==> src/rtl/lockseq_pkg.sv <==
package lockseq_pkg;
  typedef enum logic [1:0] {
    ACC_BYTE = 2'd0,
    ACC_HALF = 2'd1,
    ACC_WORD = 2'd2
  } acc_size_e;

  typedef enum logic [1:0] {
    SEQ_IDLE    = 2'd0,
    SEQ_GOT_SET = 2'd1,
    SEQ_GOT_CLR = 2'd2,
    SEQ_ARMED   = 2'd3
  } seq_state_e;
endpackage

==> src/rtl/lockseq_decode.sv <==
module lockseq_decode
  import lockseq_pkg::*;
#(
  parameter int unsigned ADDR_W     = 8,
  parameter logic [ADDR_W-1:0] REG_OFFSET = 8'h1C
) (
  input  logic              wr_en,
  input  logic [ADDR_W-1:0] addr,
  input  logic [1:0]        size,
  output logic              hit,
  output logic              word_wr,
  output logic              part_wr
);
  always_comb begin
    hit     = (addr == REG_OFFSET);
    word_wr = wr_en && hit && (size == ACC_WORD);
    part_wr = wr_en && hit && (size != ACC_WORD);
  end
endmodule

==> src/rtl/lockseq_fsm.sv <==
module lockseq_fsm
  import lockseq_pkg::*;
#(
  parameter int unsigned PINS = 16
) (
  input  logic            clk,
  input  logic            rst_n,
  input  logic            word_wr,
  input  logic            part_wr,
  input  logic            key_in,
  input  logic [PINS-1:0] mask_in,
  output logic            armed
);
  seq_state_e      state_q, state_d;
  logic [PINS-1:0] cand_q;
  logic            cand_en;
  logic            same_mask;

  assign same_mask = (mask_in == cand_q);

  always_comb begin
    state_d = state_q;
    cand_en = 1'b0;
    case (state_q)
      SEQ_IDLE: begin
        if (word_wr && key_in) begin
          state_d = SEQ_GOT_SET;
          cand_en = 1'b1;
        end
      end
      SEQ_GOT_SET: begin
        if (part_wr) begin
          state_d = SEQ_IDLE;
        end else if (word_wr) begin
          if (key_in) begin
            state_d = SEQ_GOT_SET;
            cand_en = 1'b1;
          end else if (same_mask) begin
            state_d = SEQ_GOT_CLR;
          end else begin
            state_d = SEQ_IDLE;
          end
        end
      end
      SEQ_GOT_CLR: begin
        if (part_wr) begin
          state_d = SEQ_IDLE;
        end else if (word_wr) begin
          if (key_in && same_mask) begin
            state_d = SEQ_ARMED;
          end else if (key_in) begin
            state_d = SEQ_GOT_SET;
            cand_en = 1'b1;
          end else begin
            state_d = SEQ_IDLE;
          end
        end
      end
      default: state_d = SEQ_ARMED;
    endcase
  end

  always_ff @(posedge clk or negedge rst_n) begin
    if (!rst_n) begin
      state_q <= SEQ_IDLE;
    end else begin
      state_q <= state_d;
    end
  end

  always_ff @(posedge clk or negedge rst_n) begin
    if (!rst_n) begin
      cand_q <= '0;
    end else if (cand_en) begin
      cand_q <= mask_in;
    end
  end

  assign armed = (state_q == SEQ_ARMED);
endmodule

==> src/rtl/lock_key_seq.sv <==
module lock_key_seq
  import lockseq_pkg::*;
#(
  parameter int unsigned ADDR_W = 8,
  parameter int unsigned DATA_W = 32,
  parameter int unsigned PINS   = 16,
  parameter logic [ADDR_W-1:0] REG_OFFSET = 8'h1C
) (
  input  logic              clk,
  input  logic              rst_n,
  input  logic              bus_wr,
  input  logic [ADDR_W-1:0] bus_addr,
  input  logic [DATA_W-1:0] bus_wdata,
  input  logic [1:0]        bus_size,
  output logic [DATA_W-1:0] bus_rdata,
  output logic [PINS-1:0]   lock_mask
);
  localparam int unsigned KEY_POS = PINS;
  localparam int unsigned PAD_W   = DATA_W - PINS - 1;

  logic            hit, word_wr, part_wr;
  logic            armed_q;
  logic [PINS-1:0] mask_q, mask_d;
  logic            mask_en;

  lockseq_decode #(.ADDR_W(ADDR_W), .REG_OFFSET(REG_OFFSET)) u_dec (
    .wr_en   (bus_wr),
    .addr    (bus_addr),
    .size    (bus_size),
    .hit     (hit),
    .word_wr (word_wr),
    .part_wr (part_wr)
  );

  lockseq_fsm #(.PINS(PINS)) u_fsm (
    .clk     (clk),
    .rst_n   (rst_n),
    .word_wr (word_wr),
    .part_wr (part_wr),
    .key_in  (bus_wdata[KEY_POS]),
    .mask_in (bus_wdata[PINS-1:0]),
    .armed   (armed_q)
  );

  always_comb begin
    mask_en = word_wr && !armed_q;
    mask_d  = bus_wdata[PINS-1:0];
  end

  always_ff @(posedge clk or negedge rst_n) begin
    if (!rst_n) begin
      mask_q <= '0;
    end else if (mask_en) begin
      mask_q <= mask_d;
    end
  end

  for (genvar g = 0; g < PINS; g++) begin : g_pin_gate
    assign lock_mask[g] = armed_q & mask_q[g];
  end

  assign bus_rdata = hit ? {{PAD_W{1'b0}}, armed_q, mask_q} : '0;
endmodule

==> config.mk <==
export PLATFORM = sky130hd
export DESIGN_NAME = lock_key_seq
export DESIGN_NICKNAME = d
export VERILOG_FILES = /design/src/rtl/lockseq_pkg.sv /design/src/rtl/lockseq_decode.sv /design/src/rtl/lockseq_fsm.sv /design/src/rtl/lock_key_seq.sv
export SDC_FILE = /design/constraint.sdc
export NUM_CORES = 1
export LEC_CHECK = 0
export BUFFER_PORTS_ARGS = -buffer_cell sky130_fd_sc_hd__buf_2
export CAP_MARGIN = 10
export CORE_AREA = 2 2 72 74
export DETAILED_ROUTE_END_ITERATION = 12
export DIE_AREA = 0 0 74 76
export MAX_ROUTING_LAYER = met4
export PLACE_DENSITY = 0.79
export SYNTH_ARGS = -nofsm -noshare
export SYNTH_HDL_FRONTEND = slang
export SYNTH_SLANG_ARGS = --single-unit
==> constraint.sdc <==
create_clock -name clk -period 2.5 [get_ports clk]
set_input_delay 0.625 -clock clk [delete_from_list [all_inputs] [get_ports clk]]
set_output_delay 0.625 -clock clk [all_outputs]
set_load 0.02 [all_outputs]
==> results of run 1 <==
[through the flow]
step / setup WS (ns) / cell area, um^2 / setup TNS (ns) / utilization
after floorplan: -0.04109 / 2039 / -0.4109 / -
after global placement: -0.3305 / 2367 / -11.50 / 0.4819
after detailed placement: -0.4014 / 2367 / -14.48 / 0.4819
after CTS: -0.2209 / 2620 / -4.324 / 0.5334
after global routing: -0.2323 / 2656 / -4.643 / 0.5408
final: -0.1674 / 2656 / -2.449 / 0.5408
[synth_stat cells, drive strengths merged (2+ instances only)]
cell / count / area share
and2: 16 / 0.051
and3: 17 / 0.055
buf: 18 / 0.074
clkbuf: 5 / 0.0096
dfrtp: 34 / 0.44
mux2: 32 / 0.20
nand2: 6 / 0.015
nand4: 4 / 0.013
nor4: 2 / 0.014
o21ai: 4 / 0.010
xnor2: 16 / 0.072
[power by group]
group	internal, mW	total [mW]	switching [mW]
clock	0.191	0.373	0.181
sequential	0.556	0.562	0.00558
combinational	0.0357	0.0948	0.0591
[state kept, by name, summed over array words and instances, names as in the netlist]
signal / flops
u_fsm.state_q: 2
u_fsm.cand_q: 16
mask_q: 16
[metal layers]
metal  wire length, um  vias to the layer above
met1              1916                      694
li1                  -                      667
met4                69                        0
met2              2251                       50
met3               261                        7
met5                 0                        -
[kinds of logic after synthesis]
group | Yosys count | share of synthesized area
xor+xnor | 16 | 0.07188
other cells | 1 | 0.001924
simple gates | 50 | 0.1791
buf+inv | 23 | 0.08344
mux | 32 | 0.2041
flops | 34 | 0.4365
compound gates | 6 | 0.02310
[cell type report]
cell class                      instances  area share
Clock buffer                            7     0.02873
Multi-Input combinational cell        119      0.3952
Sequential cell                        34      0.3203
Tap cell                               70     0.03297
Timing Repair Buffer                   75      0.2228
[path summary, 6_finish.rpt]
kind                                       start  slack [ns]               to  depth (start not counted)
min in group clk                       mask_q[5]        0.51        mask_q[5]                          1
worst max-delay path                 bus_addr[6]       -0.17    bus_rdata[16]                          7
worst min-delay path                       rst_n        0.41        mask_q[4]                          1
worst min register to register         mask_q[5]        0.51        mask_q[5]                          1
max in group asynchronous                  rst_n        1.60  u_fsm.cand_q[0]                          1
worst max register to register  u_fsm.state_q[1]        0.50  u_fsm.cand_q[7]                          6
[worst reg2reg max path, cell delays in order (launching register included)]
cell	delay [ns]
dfrtp_1	0.84
nand2_1	0.23
nand3_4	0.16
a211oi_4	0.06
buf_6	0.17
buf_16	0.14
mux2_4	0.29
[repair_timing]
action	4_1_cts	5_1_grt
pin swaps	14	4
endpoints found under the setup margin	19	49
gates resized for setup	40	13
buffers inserted	2	3
cloned	1	0
==> qor.yml, run 1 <==
outcome:
  outcome: "complete, but fails checks"
  violations: "negative setup slack"
timing:
  setup_viol: 25
  whs_ns: 0.4118
  hold_viol: 0
  worst_pin_slew_ns: 0.7623
  skew_ns: 0.004915
  relSlewSlack: 0.4918
  finalCriticalPeriod_ns: 2.667
  worst_slack_ns: -0.1674
  rsz0062_at_grt: "true"
  period_share: 1.067
  max_freq_mhz: 374.9
  final-max-slew-violation-count: 0
yosys:
  synth_async_sr_flop_share: 1.000
  yosysSeqAreaShare: 0.4365
  yosys_warnings: 0
  synth.avg_cell_area_um2: 12.03
  synth_edf_count: 0
  synthCells: 162
  synth-seq-cells: 34
  synth_cell_type_count: 27
  synthFlopType: "dfrtp_1"
  netlist_area_um2: 1949
worst_setup_path:
  cp.arrival_ns: 2.04
  worst_setup_path_end_kind: "output pin"
  slowest_stage: "or4b_4"
  start_kind: "input pin"
  crit_family: "simple AND/OR/NAND/NOR gates"
  path_max_fanout: 4
  cp_cell_sequence: "buf_6, or4b_4, nor4_4, buf_6, buf_6, and3_4, buf_6"
  critPathBufInv: 4
  slowest_delay_ns: 0.54
  required_ns: 1.88
  path_common_cell: "buf_6"
  crit_type: "input pin to output pin"
floorplan:
  ios: 93
  rows: 26
  coreArea_um2: 4912
  die_x_um: 74
  die_h_um: 76
  die-area_um2: 5624
  start_util: 0.3968
drt:
  wire_per_inst_um: 14.75
  antenna_left: 0
  drc_errors: 0
  via_per_inst: 4.649
  num_vias: 1418
  finalWirelength_um: 4498
  drt_iter0_drc: 49
  firstDrtPassIters: 4
global_route:
  grt_util_all_layers: 0.1722
  grt_pass1_vias: 1434
  grt_util_met3: 0.04233
  use_met2: 0.2732
  grtUsageMet1: 0.2139
  busiest_layer: "met2"
  antenna_found_initial: 0
  grt_pass1_wl_um: 7134
  grt_max_degree: 35
  grt_overflow: 0
placement:
  io_buffers: 62
  dp.cells: 294
  place.gp.congestion: 0.7189
  dp_hpwl_um: 3024
finish:
  final_common_cell: "buf_2"
  antenna_cells: 0
  stdcell_count: 305
  mostFrequentLayoutCells: "buf_2 (44), dfrtp_1 (34), buf_6 (23)"
  syn_to_final_growth_pct: 36.26
  multi_input_area_um2: 1050
  final_layout_size_suffix_gt1_frac: 0.5021
  seqCellArea_um2: 850.8
  fillers: 448
  final_nets: 280
power:
  worst_ir_drop_vdd_uv: 259.5
  p_total_mw: 1.030
  power.leakage_nw: 1.414
  powerDensity_nw_per_um2: 387.6
clocking:
  clock_sinks: 34
  cts_max_path_buffers: 2
  root_buffer: "clkbuf_8"
  insertion_delay_ns: 0.28
  cts_tree: "done"
  cts-hold-fix-buffers: 0
  cts_buffers: 5
  cts.clk_slew.worst_paths_ns: 0.06
  htree_levels: 2
job:
  maxCapViolCount: 0
min_path:
  min_path_type: "input pin to asynchronous set/reset pin"
Note: power is estimated with default switching activity, not from simulation.
==> inputs of run 2 (changes only) <==
--- a/config.mk
+++ b/config.mk
@@ -10,8 +10,10 @@
 export CORE_AREA = 2 2 72 74
 export DETAILED_ROUTE_END_ITERATION = 12
 export DIE_AREA = 0 0 74 76
+export GPL_ROUTABILITY_DRIVEN = 0
 export MAX_ROUTING_LAYER = met4
-export PLACE_DENSITY = 0.79
+export PLACE_DENSITY_LB_ADDON = 0.3
+export RECOVER_POWER = 100
 export SYNTH_ARGS = -nofsm -noshare
 export SYNTH_HDL_FRONTEND = slang
 export SYNTH_SLANG_ARGS = --single-unit
==> qor.yml, run 2 (synthesis gave the netlist of run 1 again) <==
outcome:
  outcome: "complete, but fails checks"  # unchanged
  violations: "max-capacitance violations, max-slew violations, negative setup slack"  # was negative setup slack
drt:
  firstDrtPassIters: 4  # unchanged
  antenna_left: 0  # unchanged
  via_per_inst: 4.611  # was 4.649
  num_vias: 1411  # was 1,418
  drc_errors: 0  # unchanged
  drt_iter0_drc: 52  # was 49
  wire_per_inst_um: 14.05  # was 14.75 um
  finalWirelength_um: 4298  # was 4498 um
global_route:
  grt_pass1_vias: 1422  # was 1,434
  grt_max_degree: 35  # unchanged
  grt_overflow: 0  # unchanged
  antenna_found_initial: 0  # unchanged
  grt_util_all_layers: 0.1650  # was 0.1722
  grt_pass1_wl_um: 6941  # was 7134 um
finish:
  final_util: 0.5362  # was 0.5408
  mostFrequentLayoutCells: "dfrtp_1 (34), buf_2 (28), buf_6 (21)"  # was buf_2 (44), dfrtp_1 (34), buf_6 (23)
  syn_to_final_growth_pct: 35.11  # was 36.26%
  final_nets: 280  # unchanged
  seqCellArea_um2: 850.8  # unchanged
  multi_input_area_um2: 1047  # was 1050 um^2
  final_layout_size_suffix_gt1_frac: 0.4407  # was 0.5021
  fillers: 428  # was 448
  final_common_cell: "dfrtp_1"  # was buf_2
  layout_top_registers: "mask_q x16, u_fsm.cand_q x16, u_fsm.state_q x2"  # unchanged
  antenna_cells: 0  # unchanged
worst_setup_path:
  rr_worst_depth: 5  # was 6
  worst_setup_path_end_kind: "output pin"  # unchanged
  path_max_fanout: 5  # was 4
  cp.arrival_ns: 2.06  # was 2.04 ns
  regToRegStartpoint: "u_fsm.state_q[1]"  # unchanged
  required_ns: 1.88  # about the same
  rr_endpoint: "u_fsm.cand_q[14]"  # was u_fsm.cand_q[7]
  crit_type: "input pin to output pin"  # unchanged
  rrSetupSlack_ns: 0.50  # about the same
  start_kind: "input pin"  # unchanged
timing:
  hold_viol: 0  # unchanged
  relSlewSlack: -0.2192  # was 0.4918
  finalSetupTns_ns: -3.964  # was -2.449 ns
  setup_viol: 33  # was 25
  max_freq_mhz: 372.8  # was 374.9 MHz
  finalCriticalPeriod_ns: 2.683  # was 2.667 ns
  worst_pin_slew_ns: 1.829  # was 0.7623 ns
  period_share: 1.073  # was 1.067
  final-max-slew-violation-count: 35  # was 0
  worst_slack_ns: -0.1827  # was -0.1674 ns
  skew_ns: 0.006502  # was 0.004915 ns
  rsz0062_at_grt: "true"  # unchanged
floorplan:
  start_util: 0.3968  # unchanged
  rows: 26  # unchanged
  coreArea_um2: 4912  # unchanged
  die_x_um: 74  # unchanged
  die-area_um2: 5624  # unchanged
  die_h_um: 76  # unchanged
  ios: 93  # unchanged
clocking:
  cts_buffers: 5  # unchanged
  clock_sinks: 34  # unchanged
  insertion_delay_ns: 0.29  # was 0.28 ns
  htree_levels: 2  # unchanged
  cts_tree: "done"  # unchanged
  cts-hold-fix-buffers: 0  # unchanged
  cts_max_path_buffers: 2  # unchanged
  root_buffer: "clkbuf_8"  # unchanged
  cts.clk_slew.worst_paths_ns: 0.06  # about the same
power:
  powerDensity_nw_per_um2: 427.9  # was 387.6 nW/um^2
  worst_ir_drop_vdd_uv: 258.7  # was 259.5 uV
  power.leakage_nw: 1.336  # was 1.414 nW
placement:
  dp_hpwl_um: 2789  # was 3024 um
  io_buffers: 62  # unchanged
  pre_cts_slack_ns: -0.2694  # was -0.4014 ns
min_path:
  worstHoldPathCells: 1
  min_path_type: "register to register"  # was input pin to asynchronous set/reset pin
  min_to: "mask_q[10]"
  min_from: "mask_q[10]"
job:
  maxCapViolCount: 1  # was 0
==> run 2: worst max-delay path by stage <==
stage / startpoint / to / slack (ns) / depth (start not counted)
floorplan: bus_addr[5] / bus_rdata[10] / -0.04 / 5
global placement: bus_addr[5] / bus_rdata[7] / -0.28 / 6
detailed placement: bus_addr[5] / bus_rdata[14] / -0.27 / 6
CTS: bus_addr[5] / bus_rdata[16] / -0.18 / 7
global route: bus_addr[5] / bus_rdata[16] / -0.24 / 7
finish: bus_addr[5] / bus_rdata[16] / -0.18 / 7
==> run 2: cell type report <==
class                      count  area share
timing repair buffer          75      0.2043
clock buffer                   8     0.04181
sequential                    34      0.3230
multi-input combinational    119      0.3976
tap                           70     0.03325
==> run 2: metal layers <==
metal,global-route usage,share of wire
met3,0.04497,0.051
met4,0.07818,0.025
met1,0.2139,0.46
met5,-,0
met2,0.2375,0.46
==> run 2: through the flow <==
step | total power [mW] | instance area, um^2 | std cells | hold slack [ns]
after floorplan | 0.6339 | 2039 | 176 | 0.3294
after global placement | 0.6637 | 2360 | 293 | 0.4760
after detailed placement | 0.6647 | 2360 | 293 | 0.4912
after CTS | 1.141 | 2623 | 304 | 0.4219
after global routing | 1.179 | 2634 | 306 | 0.5362
final | 1.127 | 2634 | 306 | 0.5077
==> run 2: power by group <==
part | switching [mW] | internal, mW | leakage, nW
Clock | 0.193 | 0.278 | 0.0575
Combinational | 0.0586 | 0.0357 | 0.805
Sequential | 0.00549 | 0.556 | 0.474
==> run 2: worst max-delay path, stage by stage <==
cell,delay (ns)
buf_6,0.09
or4b_4,0.53
nor4_4,0.24
buf_6,0.16
buf_6,0.11
and3_4,0.18
buf_6,0.11
==> run 2: timing repair <==
action | 4_1_cts | 5_1_grt
pin swaps | 13 | 1
endpoints found under the setup margin | 17 | 23
endpoints found under the hold margin | 0 | 0
resized for setup | 42 | 11
buffers inserted | 2 | 1
cloned | 1 | 1
